## config.mk

```make
export PLATFORM = sky130hd
export DESIGN_NAME = sysreg_bank
export DESIGN_NICKNAME = d
export VERILOG_FILES = /design/src/rtl/sysreg_pkg.sv /design/src/rtl/sysreg_decode.sv /design/src/rtl/sysreg_key.sv /design/src/rtl/sysreg_flags.sv /design/src/rtl/sysreg_bank.sv
export SDC_FILE = /design/constraint.sdc
export NUM_CORES = 1
export LEC_CHECK = 0
export BUFFER_PORTS_ARGS = -buffer_cell sky130_fd_sc_hd__buf_4
export CORE_AREA = 3 3 178 180
export CTS_BUF_LIST = sky130_fd_sc_hd__clkbuf_4 sky130_fd_sc_hd__clkbuf_8
export DETAILED_ROUTE_END_ITERATION = 10
export DIE_AREA = 0 0 181 183
export PLACE_DENSITY = 0.6
export SYNTH_ARGS = -nofsm -noshare
export SYNTH_HDL_FRONTEND = slang
export SYNTH_HIERARCHICAL = 1
export SYNTH_SLANG_ARGS = --single-unit
```

## constraint.sdc

```tcl
create_clock -name clk -period 8.15 [get_ports clk]
set_input_delay 0.4075 -clock clk [delete_from_list [all_inputs] [get_ports clk]]
set_output_delay 0.4075 -clock clk [all_outputs]
set_load 0.01 [all_outputs]
```

## src/rtl/sysreg_pkg.sv

```systemverilog
package sysreg_pkg;

  localparam int WIN_ADDR_W = 12;
  localparam int IDX_W      = WIN_ADDR_W - 2;

  typedef enum logic [3:0] {
    SEL_ID,
    SEL_LED,
    SEL_KEY,
    SEL_CFG_A,
    SEL_CFG_B,
    SEL_FLG_SET,
    SEL_FLG_CLR,
    SEL_NVF_SET,
    SEL_NVF_CLR,
    SEL_RSTCTL,
    SEL_CONST,
    SEL_NONE
  } sel_e;

  // Word-index decode of the 4 KB window
  function automatic sel_e decode_word(input logic [IDX_W-1:0] idx);
    sel_e s;
    case (idx)
      10'h000: s = SEL_ID;
      10'h002: s = SEL_LED;
      10'h008: s = SEL_KEY;
      10'h00A: s = SEL_CFG_A;
      10'h00B: s = SEL_CFG_B;
      10'h00C: s = SEL_FLG_SET;
      10'h00D: s = SEL_FLG_CLR;
      10'h00E: s = SEL_NVF_SET;
      10'h00F: s = SEL_NVF_CLR;
      10'h010: s = SEL_RSTCTL;
      10'h001, 10'h003, 10'h004, 10'h005, 10'h006, 10'h007, 10'h009,
      10'h011, 10'h012, 10'h013, 10'h014, 10'h015, 10'h016, 10'h017,
      10'h018, 10'h019, 10'h01A, 10'h01B, 10'h01C, 10'h01D, 10'h020,
      10'h021, 10'h022, 10'h023, 10'h024, 10'h025, 10'h026, 10'h027,
      10'h030, 10'h031, 10'h032, 10'h033, 10'h034: s = SEL_CONST;
      default: s = SEL_NONE;
    endcase
    return s;
  endfunction

  // Read value of fixed and placeholder words
  function automatic logic [31:0] const_word(input logic [IDX_W-1:0] idx);
    logic [31:0] v;
    case (idx)
      10'h011: v = 32'h0000_0001;
      10'h014: v = 32'h0000_1000;
      10'h021: v = 32'h0200_0000;
      10'h022: v = 32'hFF00_0000;
      default: v = 32'h0;
    endcase
    return v;
  endfunction

endpackage

```

## src/rtl/sysreg_decode.sv

```systemverilog
module sysreg_decode
  import sysreg_pkg::*;
#(
  parameter int ADDR_W = 12,
  parameter int DATA_W = 32
) (
  input  logic [ADDR_W-1:0] addr,
  output sel_e              sel,
  output logic [DATA_W-1:0] const_val
);
  localparam int IW = ADDR_W - 2;

  logic [IDX_W-1:0] idx;
  logic             aligned;
  logic             in_window;

  generate
    if (IW >= IDX_W) begin : g_wide
      assign idx = addr[IDX_W+1:2];
      if (IW > IDX_W) begin : g_hi
        assign in_window = (addr[ADDR_W-1:IDX_W+2] == '0);
      end else begin : g_eq
        assign in_window = 1'b1;
      end
    end else begin : g_narrow
      assign idx       = IDX_W'(addr[ADDR_W-1:2]);
      assign in_window = 1'b1;
    end
  endgenerate

  assign aligned = (addr[1:0] == 2'b00);

  always_comb begin
    sel       = SEL_NONE;
    const_val = '0;
    if (aligned && in_window) begin
      sel       = decode_word(idx);
      const_val = DATA_W'(const_word(idx));
    end
  end
endmodule

```

## src/rtl/sysreg_key.sv

```systemverilog
module sysreg_key #(
  parameter int          DATA_W = 32,
  parameter int          KEY_W  = 16,
  parameter logic [15:0] KEY    = 16'hA05F
) (
  input  logic              clk,
  input  logic              rst,
  input  logic              wr_en,
  input  logic [DATA_W-1:0] wdata,
  output logic [KEY_W-1:0]  key_q,
  output logic              unlocked
);
  localparam logic [KEY_W-1:0] KEY_V = KEY_W'(KEY);

  always_ff @(posedge clk) begin
    if (rst) begin
      key_q <= '0;
    end else if (wr_en) begin
      if (wdata == DATA_W'(KEY_V)) key_q <= KEY_V;
      else                         key_q <= {1'b0, wdata[KEY_W-2:0]};
    end
  end

  assign unlocked = (key_q == KEY_V);

  // A stored top bit can only come from the exact key
  assert_key_form_R5: assert property (@(posedge clk) disable iff (rst)
    key_q[KEY_W-1] |-> (key_q == KEY_V));

  // Non-key write never leaves the block unlocked
  assert_key_relock_R5: assert property (@(posedge clk) disable iff (rst)
    (wr_en && wdata != DATA_W'(KEY_V)) |=> !unlocked);
endmodule

```

## src/rtl/sysreg_flags.sv

```systemverilog
module sysreg_flags #(
  parameter int              DATA_W    = 32,
  parameter logic [31:0]     RESET_VAL = 32'h0
) (
  input  logic              clk,
  input  logic              rst,
  input  logic              set_en,
  input  logic              clr_en,
  input  logic [DATA_W-1:0] wdata,
  output logic [DATA_W-1:0] q
);
  always_ff @(posedge clk) begin
    if (rst)         q <= DATA_W'(RESET_VAL);
    else if (set_en) q <= q | wdata;
    else if (clr_en) q <= q & ~wdata;
  end

  assert_flags_clr_R8: assert property (@(posedge clk) disable iff (rst)
    (clr_en && !set_en) |=> ((q & $past(wdata)) == '0));

  assert_flags_set_R8: assert property (@(posedge clk) disable iff (rst)
    set_en |=> ((q & $past(wdata)) == $past(wdata)));
endmodule

```

## src/rtl/sysreg_bank.sv

```systemverilog
module sysreg_bank
  import sysreg_pkg::*;
#(
  parameter int          ADDR_W    = 12,
  parameter int          DATA_W    = 32,
  parameter logic [31:0] BOARD_ID  = 32'h0178_0500,
  parameter logic [31:0] FLAG_INIT = 32'h0000_0003,
  parameter logic [15:0] LOCK_KEY  = 16'hA05F,
  parameter int          KEY_W     = 16,
  parameter int          RST_BIT   = 8
) (
  input  logic              clk,
  input  logic              rst,
  input  logic              por_rst,
  input  logic              psel,
  input  logic              penable,
  input  logic              pwrite,
  input  logic [ADDR_W-1:0] paddr,
  input  logic [DATA_W-1:0] pwdata,
  output logic [DATA_W-1:0] prdata,
  output logic [DATA_W-1:0] led_out,
  output logic              reset_req,
  output logic              addr_err
);
  logic              rst_any;
  sel_e              sel;
  logic [DATA_W-1:0] const_val;
  logic              access, wr_fire, rd_setup;
  logic [KEY_W-1:0]  key_q;
  logic              unlocked;
  logic [DATA_W-1:0] led_q, cfg_a_q, cfg_b_q, rstctl_q;
  logic [DATA_W-1:0] flg_q, nvf_q;
  logic [DATA_W-1:0] rd_val;
  logic              rst_accept;

  assign rst_any  = rst | por_rst;
  assign access   = psel & penable;
  assign wr_fire  = access & pwrite & ~rst_any;
  assign rd_setup = psel & ~penable & ~pwrite;

  sysreg_decode #(.ADDR_W(ADDR_W), .DATA_W(DATA_W)) u_dec (
    .addr      (paddr),
    .sel       (sel),
    .const_val (const_val)
  );

  sysreg_key #(.DATA_W(DATA_W), .KEY_W(KEY_W), .KEY(LOCK_KEY)) u_key (
    .clk      (clk),
    .rst      (rst_any),
    .wr_en    (wr_fire && sel == SEL_KEY),
    .wdata    (pwdata),
    .key_q    (key_q),
    .unlocked (unlocked)
  );

  sysreg_flags #(.DATA_W(DATA_W), .RESET_VAL(FLAG_INIT)) u_flg (
    .clk    (clk),
    .rst    (rst_any),
    .set_en (wr_fire && sel == SEL_FLG_SET),
    .clr_en (wr_fire && sel == SEL_FLG_CLR),
    .wdata  (pwdata),
    .q      (flg_q)
  );

  sysreg_flags #(.DATA_W(DATA_W), .RESET_VAL(32'h0)) u_nvf (
    .clk    (clk),
    .rst    (por_rst),
    .set_en (wr_fire && sel == SEL_NVF_SET),
    .clr_en (wr_fire && sel == SEL_NVF_CLR),
    .wdata  (pwdata),
    .q      (nvf_q)
  );

  // Plain read/write words
  always_ff @(posedge clk) begin
    if (rst_any) begin
      led_q   <= '0;
      cfg_a_q <= '0;
      cfg_b_q <= '0;
    end else if (wr_fire) begin
      if (sel == SEL_LED)   led_q   <= pwdata;
      if (sel == SEL_CFG_A) cfg_a_q <= pwdata;
      if (sel == SEL_CFG_B) cfg_b_q <= pwdata;
    end
  end

  // Guarded reset control and request pulse
  assign rst_accept = wr_fire && (sel == SEL_RSTCTL) && unlocked;

  always_ff @(posedge clk) begin
    if (rst_any) begin
      rstctl_q  <= '0;
      reset_req <= 1'b0;
    end else begin
      if (rst_accept) rstctl_q <= pwdata;
      reset_req <= rst_accept & pwdata[RST_BIT];
    end
  end

  // Read mux, registered at the setup edge
  always_comb begin
    case (sel)
      SEL_ID:      rd_val = DATA_W'(BOARD_ID);
      SEL_LED:     rd_val = led_q;
      SEL_KEY:     rd_val = DATA_W'(key_q);
      SEL_CFG_A:   rd_val = cfg_a_q;
      SEL_CFG_B:   rd_val = cfg_b_q;
      SEL_FLG_SET: rd_val = flg_q;
      SEL_NVF_SET: rd_val = nvf_q;
      SEL_RSTCTL:  rd_val = rstctl_q;
      SEL_CONST:   rd_val = const_val;
      default:     rd_val = '0;
    endcase
  end

  always_ff @(posedge clk) begin
    if (rst_any) begin
      prdata   <= '0;
      addr_err <= 1'b0;
    end else begin
      if (rd_setup) prdata <= rd_val;
      addr_err <= access && (sel == SEL_NONE);
    end
  end

  assign led_out = led_q;

  assert_rstreq_pulse_R7: assert property (@(posedge clk) disable iff (rst_any)
    reset_req |=> !reset_req);

  assert_rstreq_cause_R7: assert property (@(posedge clk) disable iff (rst_any)
    reset_req |-> $past(unlocked && pwdata[RST_BIT] && psel && penable && pwrite));

  assert_rstctl_guard_R6: assert property (@(posedge clk) disable iff (rst_any)
    !unlocked |=> $stable(rstctl_q));

  assert_nvf_keep_R9: assert property (@(posedge clk) disable iff (por_rst)
    rst |=> $stable(nvf_q));

  assert_err_pulse_R11: assert property (@(posedge clk) disable iff (rst_any)
    addr_err |=> !addr_err);

  assert_prdata_hold_R2: assert property (@(posedge clk) disable iff (rst_any)
    !rd_setup |=> $stable(prdata));
endmodule

```

==> results of run 1 <==
[report_power, final]
part           switching, mW  internal (mW)  leakage, nW
clock network          0.517          0.695        0.499
logic                 0.0778         0.0271         2.41
registers           0.000367           1.18         1.95
total                  0.595           1.91         4.86
[cells in the final DEF, fill, tap and decap left out, types with 13 or more instances in the layout]
cell / count
a21bo_1: 58
a21oi_1: 58
a21oi_2: 116
a22o_1: 15
a22oi_1: 30
a32oi_1: 13
buf_4: 137
clkbuf_4: 16
clkbuf_8: 57
conb_1: 22
dfxtp_1: 242
mux2i_1: 80
nand2_1: 301
nand3_1: 17
nor2_1: 82
o21ai_1: 22
o22ai_1: 14
[critical path, stage by stage]
cell,delay [ps]
buf_4,130
inv_1,110
ha_1,200
or3b_1,390
o21ai_1,150
nand2_1,100
o2111ai_4,90
buf_4,290
buf_4,530
nand2_1,510
nor2_2,860
buf_4,470
nand2_1,120
a21oi_2,130
[area by class of cell]
type / instances / area, sq um / share of cell area (%)
multi-input combinational: 999 / 6450 / 46.8
inverter: 10 / 45.0 / 0.327
clock buffer: 73 / 905 / 6.56
timing repair buffer: 137 / 1030 / 7.46
tap: 396 / 495 / 3.59
sequential: 242 / 4840 / 35.1
clock inverter: 4 / 20.0 / 0.145
[final timing paths]
kind / start / to / slack (ps)
worst min register to register: prdata[10]$_SDFFE_PP0P_ / prdata[10]$_SDFFE_PP0P_ / 440
worst max register to register: u_key/key_q[6]$_SDFFE_PP0P_ / rstctl_q[22]$_SDFFE_PP0P_ / 5540
worst max-delay path: paddr[2] / register / 4100
worst min-delay path: pwdata[16] / cfg_a_q[16]$_SDFFE_PP0P_ / 160
[logic make-up after synthesis]
family,after synthesis,share of synthesized area [%]
fa+ha+maj,6,0.626
other cells,1,0.0313
mux,96,8.37
compound gates,396,26.1
simple gates,479,17.6
flops,242,40.4
buf+inv,140,6.85
[metal layers]
metal	global-route usage, %	routed length (microns)	vias to the layer above
li1	-	-	4896
met1	34.3	18600	5167
met4	9.17	1570	0
met2	38.8	19300	492
met5	0	0	-
met3	5.55	3510	107
[metrics by stage]
| stage | instances | total power [mW] |
|---|---|---|
| final | 1861 | 2.50 |
| after global routing | 1861 | 2.58 |
| after CTS | 1861 | 2.52 |
| after detailed placement | 1784 | 1.31 |
| after global placement | 1784 | 1.31 |
| after floorplan | 1381 | 1.26 |
==> flow_summary.json, run 1 <==
{
  "status": "finished, final reports clean",
  "start_util_pct": 39.5,
  "cts_sinks": 242,
  "overflow": 0,
  "cts_buffer_depth": 3,
  "place.gp.congestion": 0.893,
  "stdcell_area_sq_mm": 0.0138,
  "placed_area_sq_mm": 0.0129,
  "synth_top_cell_by_area": "dfxtp_1",
  "grt_pass1_vias": 10492,
  "postRouteAntennaNets": 0,
  "nFillCells": 2989,
  "clk_pin_slew_ps": 70,
  "vdd_drop_max_mv": 0.105,
  "synthFlopType": "dfxtp_1",
  "die_w_microns": 181,
  "syn_area_per_cell_sq_um": 8.82,
  "timing.setup.tns_ps": 0,
  "worst_ep_required_time_ps": 8610,
  "core-area_sq_mm": 0.0303,
  "cts_made_buffers": 43,
  "synth_most_common_cell": "nand2_1",
  "die_h_microns": 183,
  "setup_viol": 0,
  "min_path_type": "in2reg",
  "arrival_ps": 4520,
  "clock.fmax_mhz": 247,
  "drive_gt1_share_pct": 26.1,
  "cp-start-kind": "input port",
  "yosysSeqAreaShare_pct": 40.4,
  "grt_usage_pct": 25.0,
  "synthArstFlopShare_pct": 0,
  "dpl_worst_slack_ps": 3690,
  "fin_skew_ps": 16.2,
  "synth_warnings": 6,
  "grt_pass1_wl_microns": 65000,
  "drv_cap": 0,
  "drcViolationCount": 0,
  "first_iter_violations": 1115,
  "synthTopCellsByArea": "dfxtp_1, nand2_1, a21oi_2, mux2i_1, a21bo_1",
  "dr.pass1.iters": 5,
  "final.min_clock_period_ps": 4050,
  "viasPerCell": 5.73,
  "synth_cell_type_count": 70,
  "worst_pin_slew_ps": 1230,
  "portBuffers": 115,
  "fin_nets": 1489,
  "slew-limit-headroom_pct": 17.8,
  "synth_area_sq_mm": 0.0120,
  "fin_util_pct": 45.4,
  "ios": 116,
  "grt_start_max_net_pins": 76,
  "clkLatencyLatePin_ps": 550,
  "area_growth_syn_to_layout_pct": 15.0,
  "hold_violations": 0,
  "maxSlewViolCount": 0,
  "ys_top_cells_by_count": "nand2_1, dfxtp_1, a21oi_2",
  "avgRoutedWirePerCell_microns": 23.1,
  "num_rows": 64,
  "crit_type": "in2reg",
  "antenna_found_initial": 0,
  "end_kind": "register",
  "rsz0062_at_grt": "no",
  "routed_wl_microns": 43000,
  "ys_ff_latch": 242,
  "clockRootBuffer": "clkbuf_8",
  "cts_tree": "built",
  "power.density_mw_per_mm2": 181,
  "dieArea_sq_mm": 0.0331,
  "crit_fanout": 47,
  "worstHoldPathCells": 3,
  "postCtsSetupBuffers": 0,
  "hpwlAfterDp_microns": 27000,
  "postSynthCellCount": 1360,
  "finalCritPeriodShare_pct": 49.7,
  "htree_levels": 2,
  "synth_enable_flop_cells": 0,
  "fin_ws_ps": 4100,
  "num_antenna_cells": 0,
  "vias": 10662,
  "static-leakage-power_nw": 4.86,
  "cts.repair.resized": 0,
  "rr_worst_depth": 7,
  "holdBufCountCts": 0,
  "yosys.area.top_type_share_pct": 40.4,
  "holdWs_ps": 157
}
(Power assumes the default switching activity.)
==> run 2, diff against run 1 <==
--- a/config.mk
+++ b/config.mk
@@ -10,7 +10,7 @@
 export CTS_BUF_LIST = sky130_fd_sc_hd__clkbuf_4 sky130_fd_sc_hd__clkbuf_8
 export DETAILED_ROUTE_END_ITERATION = 10
 export DIE_AREA = 0 0 181 183
-export PLACE_DENSITY = 0.6
+export PLACE_DENSITY = 0.62
 export SYNTH_ARGS = -nofsm -noshare
 export SYNTH_HDL_FRONTEND = slang
 export SYNTH_HIERARCHICAL = 1
==> constraint.sdc (replaced) <==
create_clock -name clk -period 3.7 [get_ports clk]
set_input_delay 0.185 -clock clk [delete_from_list [all_inputs] [get_ports clk]]
set_output_delay 0.185 -clock clk [all_outputs]
set_load 0.01 [all_outputs]
==> flow_summary.json, run 2 (synthesized netlist as in run 1, its figures left out) <==
{
  "status": "finished, final reports clean",
  "die_w_microns": 181,
  "core-area_sq_mm": 0.0303,
  "worst_pin_slew_ps": 1090,
  "crit_type": "in2reg",
  "drcViolationCount": 0,
  "switching_power_mw": 1.30,
  "grt.busiest_layer": "met2",
  "holdBufCountCts": 33,
  "static-leakage-power_nw": 5.19,
  "final.min_clock_period_ps": 2970,
  "grt_usage_pct": 25.3,
  "hold_violations": 0,
  "overflow": 0,
  "met1_usage_pct": 34.0,
  "viasPerCell": 5.72,
  "num_antenna_cells": 0,
  "worstHoldPathCells": 3,
  "clkLatencyLatePin_ps": 560,
  "cp-startpoint": "paddr[2]",
  "clockRootBuffer": "clkbuf_8",
  "vias": 11020,
  "clk_pin_slew_ps": 60,
  "grt_pass1_vias": 10747,
  "worstReg2RegStart": "u_key/key_q[8]$_SDFFE_PP0P_",
  "drive_gt1_share_pct": 26.7,
  "gr-usage-met3_pct": 4.98,
  "cp_cell_sequence": "buf_4 > inv_1 > ha_1 > or3b_1 > o21ai_1 > nand2_1 > o2111ai_4 > nor2b_1 > nand2_1 > o32ai_1 > a221o_1 > a221o_1",
  "dpl_worst_slack_ps": 316,
  "slew-limit-headroom_pct": 27.0,
  "antenna_found_initial": 0,
  "clock.fmax_mhz": 337,
  "power.density_mw_per_mm2": 387,
  "fin_skew_ps": 20.3,
  "rsz0062_at_grt": "no",
  "layout.cells.most_common_list": "nand2_1, dfxtp_1, buf_4, a21oi_2, nor2_1",
  "timing.setup.tns_ps": 0,
  "area_growth_syn_to_layout_pct": 20.4,
  "maxSlewViolCount": 0,
  "place.gp.congestion": 0.982,
  "use_met2_pct": 40.5,
  "cp-start-kind": "input port",
  "cts_tree": "built",
  "end_kind": "register",
  "avgRoutedWirePerCell_microns": 22.6,
  "hold_end": "prdata[16]$_SDFFE_PP0P_",
  "postCtsSetupBuffers": 0,
  "r2r-end": "rstctl_q[4]$_SDFFE_PP0P_",
  "dieArea_sq_mm": 0.0331,
  "fin_ws_ps": 730,
  "first_iter_violations": 1087,
  "vdd_drop_max_mv": 0.209,
  "rr_worst_depth": 7,
  "start_util_pct": 39.5,
  "sw_frac_of_total_pct": 23.3,
  "cts_made_buffers": 43,
  "max_stage_delay_ps": 910,
  "cell_internal_pwr_mw": 4.28,
  "layout_commonest_cell": "nand2_1",
  "cts.repair.resized": 0,
  "routed_wl_microns": 43500,
  "finalCritPeriodShare_pct": 80.3,
  "cts_buffer_depth": 3,
  "nFillCells": 2876,
  "drv_cap": 0,
  "crit_path_top_delay_cell": "nor2b_1",
  "worst_ep_required_time_ps": 4190,
  "comb_power_share_pct": 4.6,
  "die_h_microns": 183,
  "hpwlAfterDp_microns": 28400,
  "ios": 116,
  "arrival_ps": 3460,
  "p_seq_share_pct": 46.7,
  "r2r_setup_slack_ps": 1770,
  "cts_sinks": 242,
  "min_from": "penable",
  "fin_nets": 1553,
  "grt_pass1_wl_microns": 65700,
  "postRouteAntennaNets": 0,
  "crit_fanout": 10,
  "grt_start_max_net_pins": 116,
  "min_path_type": "in2reg",
  "setup_viol": 0,
  "htree_levels": 2,
  "portBuffers": 115,
  "num_rows": 64,
  "clock_power_share_pct": 48.7,
  "dr.pass1.iters": 5
}
[run 2: cell types whose count changed in the layout (fill, tap and decap cells not counted), sizes merged]
cell,before,now
buf,137,168
clkbuf,73,75
clkinv,4,3
dlygate4sd3,0,33
inv,10,9
[run 2: how the worst max path moves through the flow]
stage and endpoint:
5_1_grt prdata[11]$_SDFFE_PP0P_, 6_report prdata[11]$_SDFFE_PP0P_, 3_5_place_dp prdata[11]$_SDFFE_PP0P_, 2_1_floorplan register, 4_1_cts prdata[11]$_SDFFE_PP0P_, 3_3_place_gp prdata[16]$_SDFFE_PP0P_
[run 2: area by class of cell]
cell class / count / area [sq um] / area share, %
sequential: 242 / 4840 / 33.5
clock buffer: 75 / 945 / 6.54
multi-input combinational: 999 / 6440 / 44.6
timing repair buffer: 201 / 1670 / 11.5
tap: 396 / 495 / 3.43
clock inverter: 2 / 10.0 / 0.0693
inverter: 10 / 42.5 / 0.295
[run 2: worst max-delay path, delay by kind of cell]
family / cells / cell delay (ps)
AO/OA/AOI/OAI: 5 / 850
adder cells (fa/ha/maj): 1 / 220
buffers and inverters: 2 / 250
AND/OR/NAND/NOR: 4 / 1950
[run 2: metrics by stage]
step / std cells / cell area (sq um) / power [mW] / utilization [%] / hold slack, ps
2_1_floorplan: 1381 / 12100 / 2.77 / - / 254
5_1_grt: 1925 / 14400 / 5.76 / 47.6 / 70.8
4_1_cts: 1925 / 14400 / 5.62 / 47.6 / 4.42
3_5_place_dp: 1815 / 13200 / 2.89 / 43.4 / 440
3_3_place_gp: 1815 / 13200 / 2.89 / 43.4 / 434
6_report: 1925 / 14400 / 5.59 / 47.6 / 30.5
[run 2: power groups by stage]
stage / combinational, mW / sequential (mW) / clock (mW)
3_5_place_dp: 0.227 / 2.67 / 0
4_1_cts: 0.255 / 2.61 / 2.76
6_report: 0.259 / 2.61 / 2.72
2_1_floorplan: 0.106 / 2.67 / 0
5_1_grt: 0.275 / 2.61 / 2.88
3_3_place_gp: 0.225 / 2.67 / 0
[run 2: routing by layer]
layer	vias up	wire [microns]
li1	5045	-
met1	5287	18300
met2	578	19600
met3	110	4020
met4	0	1640
met5	-	0
==> run 3, diff against run 2 <==
--- a/config.mk
+++ b/config.mk
@@ -10,7 +10,7 @@
 export CTS_BUF_LIST = sky130_fd_sc_hd__clkbuf_4 sky130_fd_sc_hd__clkbuf_8
 export DETAILED_ROUTE_END_ITERATION = 10
 export DIE_AREA = 0 0 181 183
-export PLACE_DENSITY = 0.62
+export PLACE_DENSITY = 0.6
 export SYNTH_ARGS = -nofsm -noshare
 export SYNTH_HDL_FRONTEND = slang
 export SYNTH_HIERARCHICAL = 1
==> constraint.sdc (replaced) <==
create_clock -name clk -period 3.1 [get_ports clk]
set_input_delay 0.155 -clock clk [delete_from_list [all_inputs] [get_ports clk]]
set_output_delay 0.155 -clock clk [all_outputs]
set_load 0.01 [all_outputs]
==> flow_summary.json, run 3 (synthesized netlist as in run 1, its figures left out) <==
{
  "portBuffers": 115,
  "min_path_type": "in2reg",
  "timing.setup.tns_ps": 0,
  "vdd_drop_max_mv": 0.302,
  "overflow": 0,
  "cell_internal_pwr_mw": 5.32,
  "comb_power_share_pct": 4.6,
  "power.density_mw_per_mm2": 469,
  "place.gp.congestion": 0.937,
  "cts_sinks": 242,
  "cp_cell_sequence": "buf_4 > inv_1 > ha_1 > mux2_2 > a21oi_1 > o2111ai_4 > nor3b_4 > a211oi_1 > nor3_2 > buf_4 > o21ai_1 > nand2_1",
  "vias": 11054,
  "grt_start_max_net_pins": 52,
  "grt_pass1_wl_microns": 66400,
  "hpwlAfterDp_microns": 29400,
  "crit_fanout": 11,
  "drive_gt1_share_pct": 27.5,
  "drcViolationCount": 0,
  "worst_pin_slew_ps": 1070,
  "nFillCells": 2885,
  "multi_input_comb_area_sq_mm": 0.00644,
  "arrival_ps": 3150,
  "final.min_clock_period_ps": 2660,
  "num_rows": 64,
  "htree_levels": 2,
  "grt_usage_pct": 25.8,
  "fin_util_pct": 48.5,
  "status": "finished, final reports clean",
  "clk_pin_slew_ps": 60,
  "drv_cap": 0,
  "layout.cells.most_common_list": "nand2_1, dfxtp_1, buf_4, a21oi_2, nor2_1",
  "start_util_pct": 39.5,
  "p_total_mw": 6.91,
  "area_growth_syn_to_layout_pct": 22.8,
  "layout_commonest_cell": "nand2_1",
  "clock.fmax_mhz": 376,
  "rsz0062_at_grt": "no",
  "cts_tree": "built",
  "clkLatencyLatePin_ps": 550,
  "max_stage_delay_ps": 870,
  "fin_nets": 1570,
  "fin_skew_ps": 17.2,
  "crit_path_top_delay_cell": "nor3_2",
  "crit_type": "in2reg",
  "setup_viol": 0,
  "p_seq_share_pct": 45.0,
  "slew-limit-headroom_pct": 28.2,
  "cts_buffer_depth": 3,
  "switching_power_mw": 1.59,
  "finalCritPeriodShare_pct": 85.7,
  "crit_top_cell": "buf_4",
  "clockRootBuffer": "clkbuf_8",
  "sw_frac_of_total_pct": 23.1,
  "core-area_sq_mm": 0.0303,
  "hold_violations": 0,
  "cts_made_buffers": 43,
  "postRouteAntennaNets": 0,
  "antenna_found_initial": 0,
  "die_h_microns": 183,
  "avgRoutedWirePerCell_microns": 23.0,
  "clock_power_share_pct": 50.4,
  "worst_ep_required_time_ps": 3590,
  "viasPerCell": 5.69,
  "routed_wl_microns": 44600,
  "static-leakage-power_nw": 5.32,
  "cp-start-kind": "input port",
  "seqCellArea_sq_mm": 0.00484,
  "dieArea_sq_mm": 0.0331,
  "first_iter_violations": 1047,
  "end_kind": "register",
  "grt_pass1_vias": 10715,
  "maxSlewViolCount": 0,
  "num_antenna_cells": 0,
  "die_w_microns": 181,
  "dr.pass1.iters": 6,
  "ios": 116
}
## run 3: timing repair
item                                   in CTS  in global routing
hold buffers                               34                  0
endpoints found under the hold margin     211                  0
buffers inserted                            0                  0
gates resized for setup                     0                  0
## run 3: final timing paths
path,slack [ps],start,cells past startpoint,endpoint
max,440,paddr[2],12,prdata[29]$_SDFFE_PP0P_
min,90,penable,4,prdata[16]$_SDFFE_PP0P_
max reg2reg,1170,u_key/key_q[6]$_SDFFE_PP0P_,7,rstctl_q[10]$_SDFFE_PP0P_
min reg2reg,440,prdata[10]$_SDFFE_PP0P_,2,prdata[10]$_SDFFE_PP0P_
## run 3: cell type report
cell class,instances,area share [%]
tap,396,3.36
inverter,10,0.306
multi-input combinational,999,43.7
timing repair buffer,218,12.7
sequential,242,32.9
clock inverter,9,0.833
clock buffer,69,6.15
## run 3: worst max-delay path, delay by kind of cell
kind	cells	cell delay (ps)
multiplexers	1	260
adder cells (fa/ha/maj)	1	200
AO/OA/AOI/OAI	4	630
buffers and inverters	3	490
AND/OR/NAND/NOR	3	1390
## run 3: stage by stage
stage	hold WS (ps)	cell area [sq um]	cells	setup slack, ps
floorplan	224	12100	1381	440
global placement	435	13400	1831	68.7
detailed placement	438	13400	1831	-15.6
CTS	65.1	14700	1943	538
global route	91.3	14700	1943	316
finish	90.5	14700	1943	443
## run 3: per-layer routing
metal	global-route usage, %	share of wire (%)
met5	0	0
met4	7.77	2.6
met3	3.35	7.5
met2	42.0	46
met1	36.0	44
## run 3: power groups by stage
stage                     Clock, mW  Combinational (mW)  Sequential, mW
after global placement            0               0.275            3.18
after detailed placement          0               0.276            3.18
after floorplan                   0               0.127            3.18
after global routing           3.65               0.335            3.11
after CTS                      3.52               0.311            3.11
final                          3.48               0.318            3.11
